$ cat config.mk
export PLATFORM = sky130hd
export DESIGN_NAME = wdg_keyed
export DESIGN_NICKNAME = d
export VERILOG_FILES = /design/src/rtl/wdg_pkg.sv /design/src/rtl/wdg_key_seq.sv /design/src/rtl/wdg_prescaler.sv /design/src/rtl/wdg_core.sv /design/src/rtl/wdg_keyed.sv
export SDC_FILE = /design/constraint.sdc
export NUM_CORES = 1
export LEC_CHECK = 0
export BUFFER_PORTS_ARGS = -buffer_cell sky130_fd_sc_hd__buf_2
export CAP_MARGIN = 20
export CORE_MARGIN = 5
export CORE_UTILIZATION = 61
export CTS_BUF_LIST = sky130_fd_sc_hd__clkbuf_2
export DETAILED_ROUTE_END_ITERATION = 10
export GPL_TIMING_DRIVEN = 0
export PLACE_DENSITY = 0.8
export SLEW_MARGIN = 20
export SYNTH_ARGS = -nofsm -noshare
export SYNTH_HDL_FRONTEND = slang
export SYNTH_HIERARCHICAL = 1
export SYNTH_SLANG_ARGS = --single-unit
$ cat constraint.sdc
create_clock -name clk -period 2.9 [get_ports clk]
set_input_delay 0.435 -clock clk [delete_from_list [all_inputs] [get_ports clk]]
set_output_delay 0.435 -clock clk [all_outputs]
set_load 0.05 [all_outputs]
$ cat src/rtl/wdg_pkg.sv
package wdg_pkg;
   typedef enum logic [1:0] {
      WDG_OFF  = 2'd0,
      WDG_RUN  = 2'd1,
      WDG_FIRE = 2'd2
   } wdg_state_e;
endpackage

$ cat src/rtl/wdg_key_seq.sv
module wdg_key_seq #(
   parameter int unsigned DW    = 8,
   parameter logic [DW-1:0] KEY_A = 8'h1E,
   parameter logic [DW-1:0] KEY_B = 8'hE1
) (
   input  logic          clk,
   input  logic          rst_n,
   input  logic          wr_stb,
   input  logic [DW-1:0] wr_data,
   input  logic          block,
   output logic          key_hit
);
   generate
      if (KEY_A == KEY_B) begin : g_bad_key
         $error("wdg_key_seq: the two key bytes must differ");
      end
   endgenerate

   logic armed;
   logic stb_ok;

   assign stb_ok  = wr_stb && !block;
   assign key_hit = stb_ok && armed && (wr_data == KEY_B);

   always_ff @(posedge clk or negedge rst_n) begin
      if (!rst_n)      armed <= 1'b0;
      else if (block)  armed <= 1'b0;
      else if (stb_ok) armed <= (wr_data == KEY_A);
   end


   hit_disarms_chk: assert property (@(posedge clk) disable iff (!rst_n)
      key_hit |=> !armed);


   wrong_byte_disarms_chk: assert property (@(posedge clk) disable iff (!rst_n)
      (stb_ok && wr_data != KEY_A) |=> !armed);
endmodule

$ cat src/rtl/wdg_prescaler.sv
module wdg_prescaler #(
   parameter int unsigned SEL_W  = 3,
   parameter bit          PRE_EN = 1'b1
) (
   input  logic             clk,
   input  logic             rst_n,
   input  logic             clr,
   input  logic             adv,
   input  logic [SEL_W-1:0] sel,
   output logic             strobe
);
   localparam int unsigned PRE_W = (1 << SEL_W) - 1;

   generate
      if (SEL_W < 1 || SEL_W > 4) begin : g_bad_sel
         $error("wdg_prescaler: SEL_W must be 1..4");
      end

      if (PRE_EN) begin : g_div
         logic [PRE_W-1:0] pre_cnt;
         logic [PRE_W-1:0] mask;

         assign mask   = ~({PRE_W{1'b1}} << sel);
         assign strobe = adv && ((pre_cnt & mask) == mask);

         always_ff @(posedge clk or negedge rst_n) begin
            if (!rst_n)   pre_cnt <= '0;
            else if (clr) pre_cnt <= '0;
            else if (adv) pre_cnt <= pre_cnt + 1'b1;
         end


         div_one_chk: assert property (@(posedge clk) disable iff (!rst_n)
            (adv && sel == '0) |-> strobe);
      end else begin : g_nodiv
         logic [SEL_W-1:0] sel_unused;
         assign sel_unused = sel;
         assign strobe     = adv;
      end
   endgenerate


   no_adv_no_strobe_chk: assert property (@(posedge clk) disable iff (!rst_n)
      !adv |-> !strobe);
endmodule

$ cat src/rtl/wdg_core.sv
module wdg_core
   import wdg_pkg::*;
#(
   parameter int unsigned CNT_W     = 14,
   parameter int unsigned PULSE_LEN = 96
) (
   input  logic clk,
   input  logic rst_n,
   input  logic key_hit,
   input  logic strobe,
   output logic running,
   output logic firing,
   output logic clr_pre,
   output logic rst_req,
   output logic rst_out
);
   localparam int unsigned PW = (PULSE_LEN > 1) ? $clog2(PULSE_LEN) : 1;

   generate
      if (CNT_W < 2) begin : g_bad_cnt
         $error("wdg_core: CNT_W must be at least 2");
      end
      if (PULSE_LEN < 2) begin : g_bad_pulse
         $error("wdg_core: PULSE_LEN must be at least 2");
      end
   endgenerate

   wdg_state_e       state;
   logic [CNT_W-1:0] count;
   logic [PW-1:0]    pcnt;
   logic             timeout;

   assign running = (state == WDG_RUN);
   assign firing  = (state == WDG_FIRE);
   assign timeout = running && strobe && (&count) && !key_hit;
   assign clr_pre = key_hit || !running;
   assign rst_out = firing;

   always_ff @(posedge clk or negedge rst_n) begin
      if (!rst_n) begin
         state   <= WDG_OFF;
         count   <= '0;
         pcnt    <= '0;
         rst_req <= 1'b0;
      end else begin
         rst_req <= timeout;
         unique case (state)
            WDG_OFF: begin
               count <= '0;
               if (key_hit) state <= WDG_RUN;
            end
            WDG_RUN: begin
               if (key_hit) begin
                  count <= '0;
               end else if (timeout) begin
                  state <= WDG_FIRE;
                  count <= '0;
                  pcnt  <= '0;
               end else if (strobe) begin
                  count <= count + 1'b1;
               end
            end
            WDG_FIRE: begin
               if (pcnt == PW'(PULSE_LEN - 1)) state <= WDG_OFF;
               else                            pcnt  <= pcnt + 1'b1;
            end
            default: state <= WDG_OFF;
         endcase
      end
   end


   off_count_zero_chk: assert property (@(posedge clk) disable iff (!rst_n)
      (state == WDG_OFF) |-> (count == '0));


   no_stop_chk: assert property (@(posedge clk) disable iff (!rst_n)
      (running && !(strobe && (&count))) |=> running);


   hold_count_chk: assert property (@(posedge clk) disable iff (!rst_n)
      (running && !strobe && !key_hit) |=> $stable(count));


   req_in_pulse_chk: assert property (@(posedge clk) disable iff (!rst_n)
      rst_req |-> rst_out);


   req_single_chk: assert property (@(posedge clk) disable iff (!rst_n)
      rst_req |=> !rst_req);


   pulse_end_chk: assert property (@(posedge clk) disable iff (!rst_n)
      $fell(rst_out) |-> (state == WDG_OFF && $past(pcnt) == PW'(PULSE_LEN - 1)));
endmodule

$ cat src/rtl/wdg_keyed.sv
module wdg_keyed #(
   parameter int unsigned DW        = 8,
   parameter int unsigned CNT_W     = 14,
   parameter int unsigned SEL_W     = 3,
   parameter bit          PRE_EN    = 1'b1,
   parameter int unsigned PULSE_LEN = 96,
   parameter logic [DW-1:0] KEY_A   = 8'h1E,
   parameter logic [DW-1:0] KEY_B   = 8'hE1
) (
   input  logic          clk,
   input  logic          rst_n,
   input  logic          wr_en,
   input  logic          wr_sel,
   input  logic [DW-1:0] wr_data,
   input  logic          tick_en,
   input  logic          idle,
   input  logic          pwr_down,
   output logic          rst_req,
   output logic          rst_out
);
   generate
      if (SEL_W > DW) begin : g_bad_width
         $error("wdg_keyed: SEL_W cannot exceed DW");
      end
   endgenerate

   logic             idle_unused;
   logic [SEL_W-1:0] sel_q;
   logic             key_hit;
   logic             running;
   logic             firing;
   logic             clr_pre;
   logic             adv;
   logic             strobe;

   assign idle_unused = idle;
   assign adv         = running && tick_en && !pwr_down;

   always_ff @(posedge clk or negedge rst_n) begin
      if (!rst_n)                sel_q <= '0;
      else if (wr_en && wr_sel)  sel_q <= wr_data[SEL_W-1:0];
   end

   wdg_key_seq #(.DW(DW), .KEY_A(KEY_A), .KEY_B(KEY_B)) u_key (
      .clk     (clk),
      .rst_n   (rst_n),
      .wr_stb  (wr_en && !wr_sel),
      .wr_data (wr_data),
      .block   (firing),
      .key_hit (key_hit)
   );

   wdg_prescaler #(.SEL_W(SEL_W), .PRE_EN(PRE_EN)) u_pre (
      .clk    (clk),
      .rst_n  (rst_n),
      .clr    (clr_pre),
      .adv    (adv),
      .sel    (sel_q),
      .strobe (strobe)
   );

   wdg_core #(.CNT_W(CNT_W), .PULSE_LEN(PULSE_LEN)) u_core (
      .clk     (clk),
      .rst_n   (rst_n),
      .key_hit (key_hit),
      .strobe  (strobe),
      .running (running),
      .firing  (firing),
      .clr_pre (clr_pre),
      .rst_req (rst_req),
      .rst_out (rst_out)
   );


   pd_freeze_chk: assert property (@(posedge clk) disable iff (!rst_n)
      (pwr_down || !tick_en) |-> !strobe);


   fire_ignores_key_chk: assert property (@(posedge clk) disable iff (!rst_n)
      firing |-> !key_hit);
endmodule

==> results of run 1 <==
[state kept, by name, indices dropped and copies added, names as in the netlist]
register,count
sel_q,3
u_core/count,14
u_core/pcnt,7
u_core/rst_req,1
u_core/state,2
u_key/armed,1
u_pre/g_div.pre_cnt,7
[report_power, final]
group / switching [uW] / total, uW / internal (uW)
combinational: 20.3 / 39.8 / 19.6
sequential: 5.86 / 501 / 495
clock: 174 / 406 / 232
[cell type report]
type | instances | area share (%)
plain buffers | 5 | 1.30
well taps | 44 | 2.60
multi-input cells | 147 | 45.4
clock buffers | 5 | 1.18
clock inverters | 3 | 3.19
repair buffers | 15 | 3.54
inverters | 8 | 1.42
flip-flops and latches | 35 | 41.3
[kinds of logic (layout without fill, tap and decap cells)]
group / Yosys count / count (layout) / synth area share [%]
flip-flops: 35 / 35 / 46.2
AO/OA/AOI/OAI: 31 / 31 / 10.2
multiplexers: 5 / 5 / 3.43
adder cells (fa/ha/maj): 3 / 3 / 1.98
buffers and inverters: 13 / 36 / 3.04
XOR/XNOR: 13 / 13 / 6.01
AND/OR/NAND/NOR: 95 / 95 / 29.2
[how the worst max path moves through the flow]
stage	start	end	slack, ns	cells after the start
final	u_core/state[1]	u_core/count[9]	0.30	11
after global routing	u_core/state[1]	u_core/pcnt[2]	0.09	9
after CTS	u_core/state[1]	u_core/count[9]	0.32	11
after detailed placement	u_core/state[1]	u_core/count[3]	0.34	11
after global placement	u_core/state[1]	u_core/count[10]	0.42	11
after floorplan	u_core/state[1]	u_core/count[13]	0.80	11
[layer usage]
layer	track usage (%)	part of all wire [%]	vias up
li1	-	-	739
met1	23.5	44	740
met2	34.7	51	35
met3	6.84	4.0	4
met4	7.51	0.88	0
met5	0	0	-
[worst reg2reg max path, cell delays in order, from the launching register on]
cell       delay (ns)
dfrtp_1          0.50
nor2b_1          0.16
nand2_1          0.06
nor2_1           0.09
buf_4            0.16
nand2_1          0.06
a211oi_1         0.33
and4_1           0.25
nand4bb_1        0.11
clkbuf_1         0.21
a21oi_2          0.45
nor2_1           0.10
[cells in the final DEF, fill, tap and decap left out, types with 3 or more instances in the layout]
cell	synthesis	final
a21oi_1	4	4
and4_1	3	3
buf_2	1	16
clkbuf_2	0	5
dfrtp_1	35	35
ha_1	3	3
inv_1	7	7
mux2_4	3	3
nand2_1	13	13
nand2b_1	4	4
nand3_1	11	11
nand4_1	3	3
nor2_1	25	25
nor2b_1	3	3
nor3_1	4	4
nor4_1	3	3
o211ai_1	4	4
o21ai_0	12	12
or3_1	4	4
xnor2_1	8	8
xor2_1	5	5
[stage by stage]
step | setup WS (ns) | power (uW)
6_report | 0.300 | 946
5_1_grt | 0.0862 | 988
4_1_cts | 0.319 | 955
3_5_place_dp | 0.338 | 550
3_3_place_gp | 0.423 | 547
2_1_floorplan | 0.802 | 525
==> results.py, run 1 <==
metrics = {
    "logic_synthesis": {
        "syn-cell-area_mm2": 0.00190,
        "ys_seq_elements": 35,
        "synth.area.top_cells": "dfrtp_1 46%, nor2_1 5.0%, xnor2_1 3.7%, o21ai_0 3.2%, nand3_1 2.9%",
        "yosysSeqAreaShare_pct": 46.2,
        "ys_warn_count": 6,
        "synth_top_area_share_pct": 46.2,
        "synth-main-ff-cell": "dfrtp_1",
        "syn_nets": 213,
        "synthesis.instances": 195,
        "synth_edf_count": 0,
        "synth_top_cell_by_area": "dfrtp_1",
        "ys_async_sr_fraction_pct": 100,
        "yosysUniqueCellTypes": 51,
        "yosys.cell_count.top_type": "dfrtp_1",
        "synth.avg_cell_area_um2": 9.72,
        "synth_commonest_cells": "35 x dfrtp_1, 25 x nor2_1, 13 x nand2_1, 12 x o21ai_0, 11 x nand3_1",
    },
    "setup_path": {
        "cp-start-kind": "flip-flop",
        "crit_chain": "nor2b_1 -> nand2_1 -> nor2_1 -> buf_4 -> nand2_1 -> a211oi_1 -> and4_1 -> nand4bb_1 -> clkbuf_1 -> a21oi_2 -> nor2_1",
        "r2r_end": "u_core/count[9]",
        "critPathMaxStageDelay_ns": 0.50,
        "r2r_slack_ns": 0.30,
        "r2r_start": "u_core/state[1]",
        "worstPathArrival_ns": 2.87,
        "path_buf_inv": 2,
        "ff2ff_path_depth": 11,
        "critPathKind": "flip-flop to flip-flop",
        "cpLargestDelayFamily": "simple AND/OR/NAND/NOR gates",
        "cp_max_fo": 10,
        "endpoint_kind": "flip-flop",
        "crit_required_ns": 3.17,
        "worst_path_max_delay_cell": "dfrtp_1",
    },
    "clock_network": {
        "cts_root_buffer": "clkbuf_2",
        "cts_tree": "yes",
        "clockBufferDepth": 2,
        "numCtsBuffers": 5,
        "hold_buffers": 0,
        "clock-sinks": 35,
        "postCtsSetupRepairBufs": 0,
        "path_clk_slew_ns": 0.21,
        "ctsHtreeMaxLevel": 2,
        "cts-resized-gates": 0,
        "clk_latency_ns": 0.41,
    },
    "timing": {
        "fmax_ghz": 0.385,
        "slew_violations": 0,
        "setup-tns-final_ns": 0,
        "clock_skew_ns": 0.0331,
        "hold_viol": 0,
        "tightestPinTransition_ns": 0.759,
        "hold-worst-slack_ns": 0.0553,
        "setup_violations": 0,
        "grt_setup_unrepaired": "false",
        "period_share_pct": 89.6,
        "fin_crit_ns": 2.60,
        "slew_headroom_pct": 49.4,
    },
    "pwr": {
        "peakVddDrop_v": 0.000348,
        "power.leakage_uw": 0.000938,
        "powerDensity_mw_per_mm2": 447,
    },
    "layout": {
        "antenna_cells": 0,
        "fin_area_mm2": 0.00212,
        "finalNonFillerCells": 262,
        "fin_nets": 235,
        "regArea_um2": 876,
        "area_growth_pct": 11.7,
        "fin_util_pct": 70.0,
        "nFillCells": 251,
        "drive_gt1_share_pct": 19.3,
        "multi_input_area_um2": 962,
    },
    "placed_design": {
        "placed_area_mm2": 0.00203,
        "placed_cells": 254,
        "numPortBuffers": 15,
        "dp_hpwl_um": 2760,
        "place.gp.congestion": 0.825,
    },
    "grt": {
        "gr-usage-all-layers_pct": 20.3,
        "antenna_found_initial": 0,
        "grt_pass1_vias": 1599,
        "grt_pass1_wl_um": 6700,
        "grt_max_degree": 36,
        "grt_overflow_total": 0,
    },
    "floorplan": {
        "die-area_mm2": 0.00432,
        "die_w_um": 65.7,
        "io_pins": 17,
        "die_h_um": 65.7,
        "initial_core_util_pct": 62.6,
        "rows": 20,
        "core-area_mm2": 0.00303,
    },
    "detailed_routing": {
        "avgViaCountPerCell": 5.79,
        "drt-total-wl_um": 3850,
        "drt.antenna.violating_nets": 0,
        "wl_per_cell_um": 14.7,
        "first_pass_iters": 4,
        "vias": 1518,
        "drtIter0Drc": 84,
        "drc": 0,
    },
    "run_status": {
        "status": "finished, final reports clean",
    },
    "job": {
        "cap_violations": 0,
    },
    "worst_hold_path": {
        "hp-class": "input port to asynchronous set/reset pin",
    },
}
(Power assumes the default switching activity.)
==> inputs of run 2 (changes only) <==
--- a/config.mk
+++ b/config.mk
@@ -12,7 +12,7 @@
 export CTS_BUF_LIST = sky130_fd_sc_hd__clkbuf_2
 export DETAILED_ROUTE_END_ITERATION = 10
 export GPL_TIMING_DRIVEN = 0
-export PLACE_DENSITY = 0.8
+export PLACE_DENSITY = 0.82
 export SLEW_MARGIN = 20
 export SYNTH_ARGS = -nofsm -noshare
 export SYNTH_HDL_FRONTEND = slang
==> run 2 against run 1 <==
Against the previous run: worst hold slack improved by 0.047 ns; critical path depth did not move; final area fell by 2.6%; largest power group unchanged; routed wire length fell by 6.2%; register-to-register slack improved by 0.03 ns; first-iteration DRC count rose by 39%; sequential power barely moved; die area did not move; sequential cell count did not move.
==> results.py, run 2 (synthesis results as in run 1) <==
metrics = {
    "run_status": {
        "status": "finished, final reports clean",
    },
    "floorplan": {
        "core-area_mm2": 0.00303,
        "initial_core_util_pct": 62.6,
        "rows": 20,
        "die-area_mm2": 0.00432,
        "die_w_um": 65.7,
        "die_h_um": 65.7,
        "io_pins": 17,
    },
    "layout": {
        "final_cell_mix": "35 x dfrtp_1, 25 x nor2_1, 16 x buf_2",
        "fin_nets": 235,
        "nFillCells": 238,
        "largest_reg_flops": 14,
        "area_growth_pct": 8.84,
        "reg.largest.list": "u_core/count: 14 flops, u_core/pcnt: 7 flops, u_pre/g_div.pre_cnt: 7 flops",
        "regMostFlops": "u_core/count",
        "antenna_cells": 0,
        "drive_gt1_share_pct": 18.3,
        "final_common_cell": "dfrtp_1",
    },
    "clock_network": {
        "hold_buffers": 0,
        "cts_tree": "yes",
        "clk_latency_ns": 0.37,
        "numCtsBuffers": 5,
        "clock-sinks": 35,
        "postCtsSetupRepairBufs": 0,
        "clockBufferDepth": 2,
        "cts-resized-gates": 0,
        "path_clk_slew_ns": 0.17,
        "cts_root_buffer": "clkbuf_2",
        "ctsHtreeMaxLevel": 2,
    },
    "setup_path": {
        "critPathKind": "flip-flop to flip-flop",
        "r2r_slack_ns": 0.33,
        "r2r_start": "u_core/state[1]",
        "endpoint_kind": "flip-flop",
        "r2r_end": "u_core/count[4]",
        "ff2ff_path_depth": 11,
        "worstPathArrival_ns": 2.82,
        "path_buf_inv": 2,
        "crit_required_ns": 3.16,
        "cp.depth": 11,
        "critPathMaxStageDelay_ns": 0.48,
        "crit_chain": "nor2b_1 -> nand2_1 -> nor2_1 -> buf_4 -> nand2_1 -> a211oi_1 -> and4_1 -> nand4bb_1 -> clkbuf_1 -> a21oi_2 -> nor2_1",
        "worst_path_max_delay_cell": "dfrtp_1",
        "cp_max_fo": 10,
        "cpLargestDelayFamily": "simple AND/OR/NAND/NOR gates",
        "cp-start-kind": "flip-flop",
    },
    "placed_design": {
        "dp_hpwl_um": 2660,
        "place.gp.congestion": 0.821,
        "numPortBuffers": 15,
        "place_ws_ns": 0.333,
    },
    "job": {
        "cap_violations": 0,
    },
    "grt": {
        "gr-usage-all-layers_pct": 19.5,
        "top_usage_layer": "met2",
        "grt_pass1_wl_um": 6410,
        "grt_max_degree": 36,
        "use_met2_pct": 32.9,
        "grt.met3_usage_pct": 5.98,
        "antenna_found_initial": 0,
        "grt_use_met1_pct": 22.7,
        "grt_overflow_total": 0,
        "grt_pass1_vias": 1545,
    },
    "timing": {
        "tightestPinTransition_ns": 0.744,
        "setup_violations": 0,
        "period_share_pct": 88.5,
        "fin_crit_ns": 2.57,
        "hold_viol": 0,
        "slew_violations": 0,
        "grt_setup_unrepaired": "false",
        "clock_skew_ns": 0.0127,
        "setup-tns-final_ns": 0,
        "setup_ws_ns": 0.334,
        "fmax_ghz": 0.390,
        "slew_headroom_pct": 50.4,
    },
    "detailed_routing": {
        "drt.antenna.violating_nets": 0,
        "drt-total-wl_um": 3610,
        "first_pass_iters": 4,
        "wl_per_cell_um": 13.8,
        "vias": 1522,
        "avgViaCountPerCell": 5.81,
        "drtIter0Drc": 117,
        "drc": 0,
    },
    "pwr": {
        "powerDensity_mw_per_mm2": 364,
        "peakVddDrop_v": 0.000246,
        "power_uw": 751,
        "power.leakage_uw": 0.000917,
    },
    "worst_hold_path": {
        "hp-class": "input port to asynchronous set/reset pin",
    },
}
run 2: cell type report:
cell class	instances	area, um^2	area share, %
Buffer	5	27.5	1.33
Tap cell	44	55.1	2.67
Sequential cell	35	876	42.4
Clock buffer	6	30.0	1.46
Clock inverter	2	7.51	0.364
Timing Repair Buffer	15	75.1	3.64
Multi-Input combinational cell	147	962	46.6
Inverter	8	30.0	1.46
run 2: power by group:
group | internal, uW | total [uW] | leakage, uW | switching, uW
Sequential | 495 | 500 | 0.000467 | 5.25
Combinational | 19.6 | 39.9 | 0.000422 | 20.3
Clock | 58.0 | 211 | 0.0000281 | 153
Total | 572 | 751 | 0.000917 | 178
run 2: how the worst max path moves through the flow:
stage	end	slack, ns	startpoint
2_1_floorplan	u_core/count[13]	0.80	u_core/state[1]
3_3_place_gp	u_core/count[6]	0.41	u_core/state[1]
3_5_place_dp	u_core/count[4]	0.33	u_core/state[1]
4_1_cts	u_core/count[10]	0.34	u_core/state[1]
5_1_grt	u_core/pcnt[2]	0.11	u_core/state[0]
6_report	u_core/count[4]	0.33	u_core/state[1]
run 2: per-stage QoR:
stage / hold slack [ns] / std cells / utilization (%) / cell area, um^2
after global routing: 0.129 / 262 / 68.1 / 2060
after CTS: 0.120 / 262 / 68.1 / 2060
final: 0.103 / 262 / 68.1 / 2060
after detailed placement: 0.489 / 254 / 66.9 / 2030
after floorplan: 0.139 / 195 / - / 1900
after global placement: 0.477 / 254 / 66.9 / 2030
run 2: routing by layer:
metal,vias to the layer above,share of wire (%)
met5,-,0
met4,0,0.94
met3,6,5.3
met2,45,49
met1,725,45
li1,746,-
==> inputs of run 3 (changes only) <==
--- a/config.mk
+++ b/config.mk
@@ -10,9 +10,11 @@
 export CORE_MARGIN = 5
 export CORE_UTILIZATION = 61
 export CTS_BUF_LIST = sky130_fd_sc_hd__clkbuf_2
+export CTS_CLUSTER_DIAMETER = 100
 export DETAILED_ROUTE_END_ITERATION = 10
 export GPL_TIMING_DRIVEN = 0
-export PLACE_DENSITY = 0.82
+export PLACE_DENSITY_LB_ADDON = 0.25
+export REMOVE_ABC_BUFFERS = 1
 export SLEW_MARGIN = 20
 export SYNTH_ARGS = -nofsm -noshare
 export SYNTH_HDL_FRONTEND = slang
==> run 3 against run 2 <==
Against the previous run: final area grew 0.18%; worst hold slack got worse by 0.0016 ns; non-clock buffer count down 5; utilization up 0.12 points; register-to-register slack barely moved; sequential cell count is the same; clock skew is 0.0048 ns lower; via count is 1.6% higher; critical path type unchanged; highest routed layer unchanged.
==> results.py, run 3 (synthesis results as in run 1) <==
metrics = {
    "detailed_routing": {
        "avgViaCountPerCell": 6.02,
        "drtIter0Drc": 46,
        "first_pass_iters": 4,
        "drt-total-wl_um": 3780,
        "vias": 1546,
        "wl_per_cell_um": 14.7,
        "drc": 0,
        "drt.antenna.violating_nets": 0,
    },
    "clock_network": {
        "clock-sinks": 35,
        "clockBufferDepth": 2,
        "path_clk_slew_ns": 0.17,
        "cts_tree": "yes",
        "ctsHtreeMaxLevel": 2,
        "numCtsBuffers": 5,
        "clk_latency_ns": 0.37,
        "cts_root_buffer": "clkbuf_2",
    },
    "layout": {
        "final_cell_mix": "35 x dfrtp_1, 23 x nor2_1, 15 x buf_2",
        "multi_input_area_um2": 993,
        "regMostFlops": "u_core/count",
        "area_growth_pct": 9.04,
        "fin_area_mm2": 0.00207,
        "final_common_cell": "dfrtp_1",
        "largest_reg_flops": 14,
        "finalNonFillerCells": 257,
        "fin_nets": 230,
        "antenna_cells": 0,
        "nFillCells": 239,
        "reg.largest.list": "u_core/count: 14 flops, u_core/pcnt: 7 flops, u_pre/g_div.pre_cnt: 7 flops",
        "regArea_um2": 876,
        "drive_gt1_share_pct": 20.2,
    },
    "timing": {
        "tightestPinTransition_ns": 0.757,
        "setup-tns-final_ns": 0,
        "hold_viol": 0,
        "slew_violations": 0,
        "slew_headroom_pct": 49.5,
        "fmax_ghz": 0.391,
        "hold-worst-slack_ns": 0.101,
        "grt_setup_unrepaired": "false",
        "fin_crit_ns": 2.56,
        "period_share_pct": 88.1,
        "clock_skew_ns": 0.00791,
        "setup_violations": 0,
    },
    "pwr": {
        "power_uw": 755,
        "switching_share_pct": 24.2,
        "clkPwrFrac_pct": 28.4,
        "power.leakage_uw": 0.000922,
        "powerDensity_mw_per_mm2": 365,
        "pwr-share-comb_pct": 5.3,
        "peakVddDrop_v": 0.000246,
        "internal_power_uw": 572,
        "p_seq_share_pct": 66.3,
        "power.switching_uw": 183,
    },
    "grt": {
        "grt_pass1_vias": 1524,
        "grt_pass1_wl_um": 6570,
        "antenna_found_initial": 0,
        "grt_overflow_total": 0,
        "gr-usage-all-layers_pct": 19.9,
        "grt_max_degree": 36,
    },
    "floorplan": {
        "io_pins": 17,
        "die-area_mm2": 0.00432,
        "core-area_mm2": 0.00303,
        "rows": 20,
        "die_w_um": 65.7,
        "die_h_um": 65.7,
        "initial_core_util_pct": 62.6,
    },
    "setup_path": {
        "critPathMaxStageDelay_ns": 0.51,
        "cp_max_fo": 11,
        "cp-start-kind": "flip-flop",
        "endpoint_kind": "flip-flop",
        "cpLargestDelayFamily": "simple AND/OR/NAND/NOR gates",
        "crit_top_cell": "nand2b_1",
        "crit_chain": "nand2b_1 -> inv_2 -> nor2b_1 -> and4_1 -> nand2b_1 -> nor2_1 -> inv_1 -> o21ai_2 -> o211ai_1",
        "r2r_slack_ns": 0.34,
        "critPathKind": "flip-flop to flip-flop",
        "path_buf_inv": 2,
        "cp.depth": 9,
        "crit_required_ns": 3.17,
        "ff2ff_path_depth": 9,
        "worst_path_max_delay_cell": "dfrtp_1",
        "worstPathArrival_ns": 2.82,
    },
    "placed_design": {
        "dp_hpwl_um": 2700,
        "placed_cells": 249,
        "numPortBuffers": 15,
        "placed_area_mm2": 0.00200,
        "place.gp.congestion": 0.836,
    },
    "job": {
        "cap_violations": 0,
    },
    "worst_hold_path": {
        "hp-class": "input port to asynchronous set/reset pin",
    },
    "run_status": {
        "status": "finished, final reports clean",
    },
}
run 3: cell count changes in the layout (fill, tap and decap cells not counted), moves of 2 or more:
cell,delta
nor2_1,-2
clkbuf_1,-2
buf_4,-2
nor2_2,+2
run 3: power by group through the flow:
stage / Sequential, uW / Combinational [uW] / Clock [uW]
global route: 502 / 45.6 / 254
detailed placement: 509 / 40.0 / 0
floorplan: 507 / 18.1 / 0
CTS: 500 / 40.1 / 224
global placement: 509 / 38.9 / 0
finish: 501 / 39.8 / 214
run 3: final timing paths:
kind                                  from                to
setup / recovery           u_core/state[1]    u_core/pcnt[3]
hold / removal                       rst_n  u_core/count[12]
setup reg to reg           u_core/state[1]    u_core/pcnt[3]
hold reg to reg             u_core/pcnt[0]    u_core/pcnt[0]
max in group asynchronous            rst_n          sel_q[0]
min in group clk                wr_data[2]          sel_q[2]
run 3: metrics by stage:
stage / utilization [%] / setup slack, ns
final: 68.3 / 0.345
after global routing: 68.3 / 0.0630
after CTS: 67.4 / 0.00589
after detailed placement: 66.2 / 0.0348
after global placement: 66.0 / 0.141
after floorplan: - / 0.403
run 3: final cells by class:
type	count	share of cell area, %
clock buffer	6	1.45
clock inverter	2	0.363
inverter	8	1.45
multi-input combinational	147	48.1
sequential	35	42.4
tap	44	2.66
timing repair buffer	15	3.63
run 3: what timing repair did:
item                       CTS  global route
hold buffers                 0             0
setup endpoints to repair    0            24
buffers inserted             0             0
gates resized for setup      0             6
run 3: metal layers:
metal | vias to the layer above | routed length, um | track usage (%)
met5 | - | 0 | 0
met4 | 0 | 48 | 8.03
met3 | 6 | 195 | 5.64
met2 | 40 | 1930 | 35.2
met1 | 767 | 1600 | 22.3
li1 | 733 | - | -
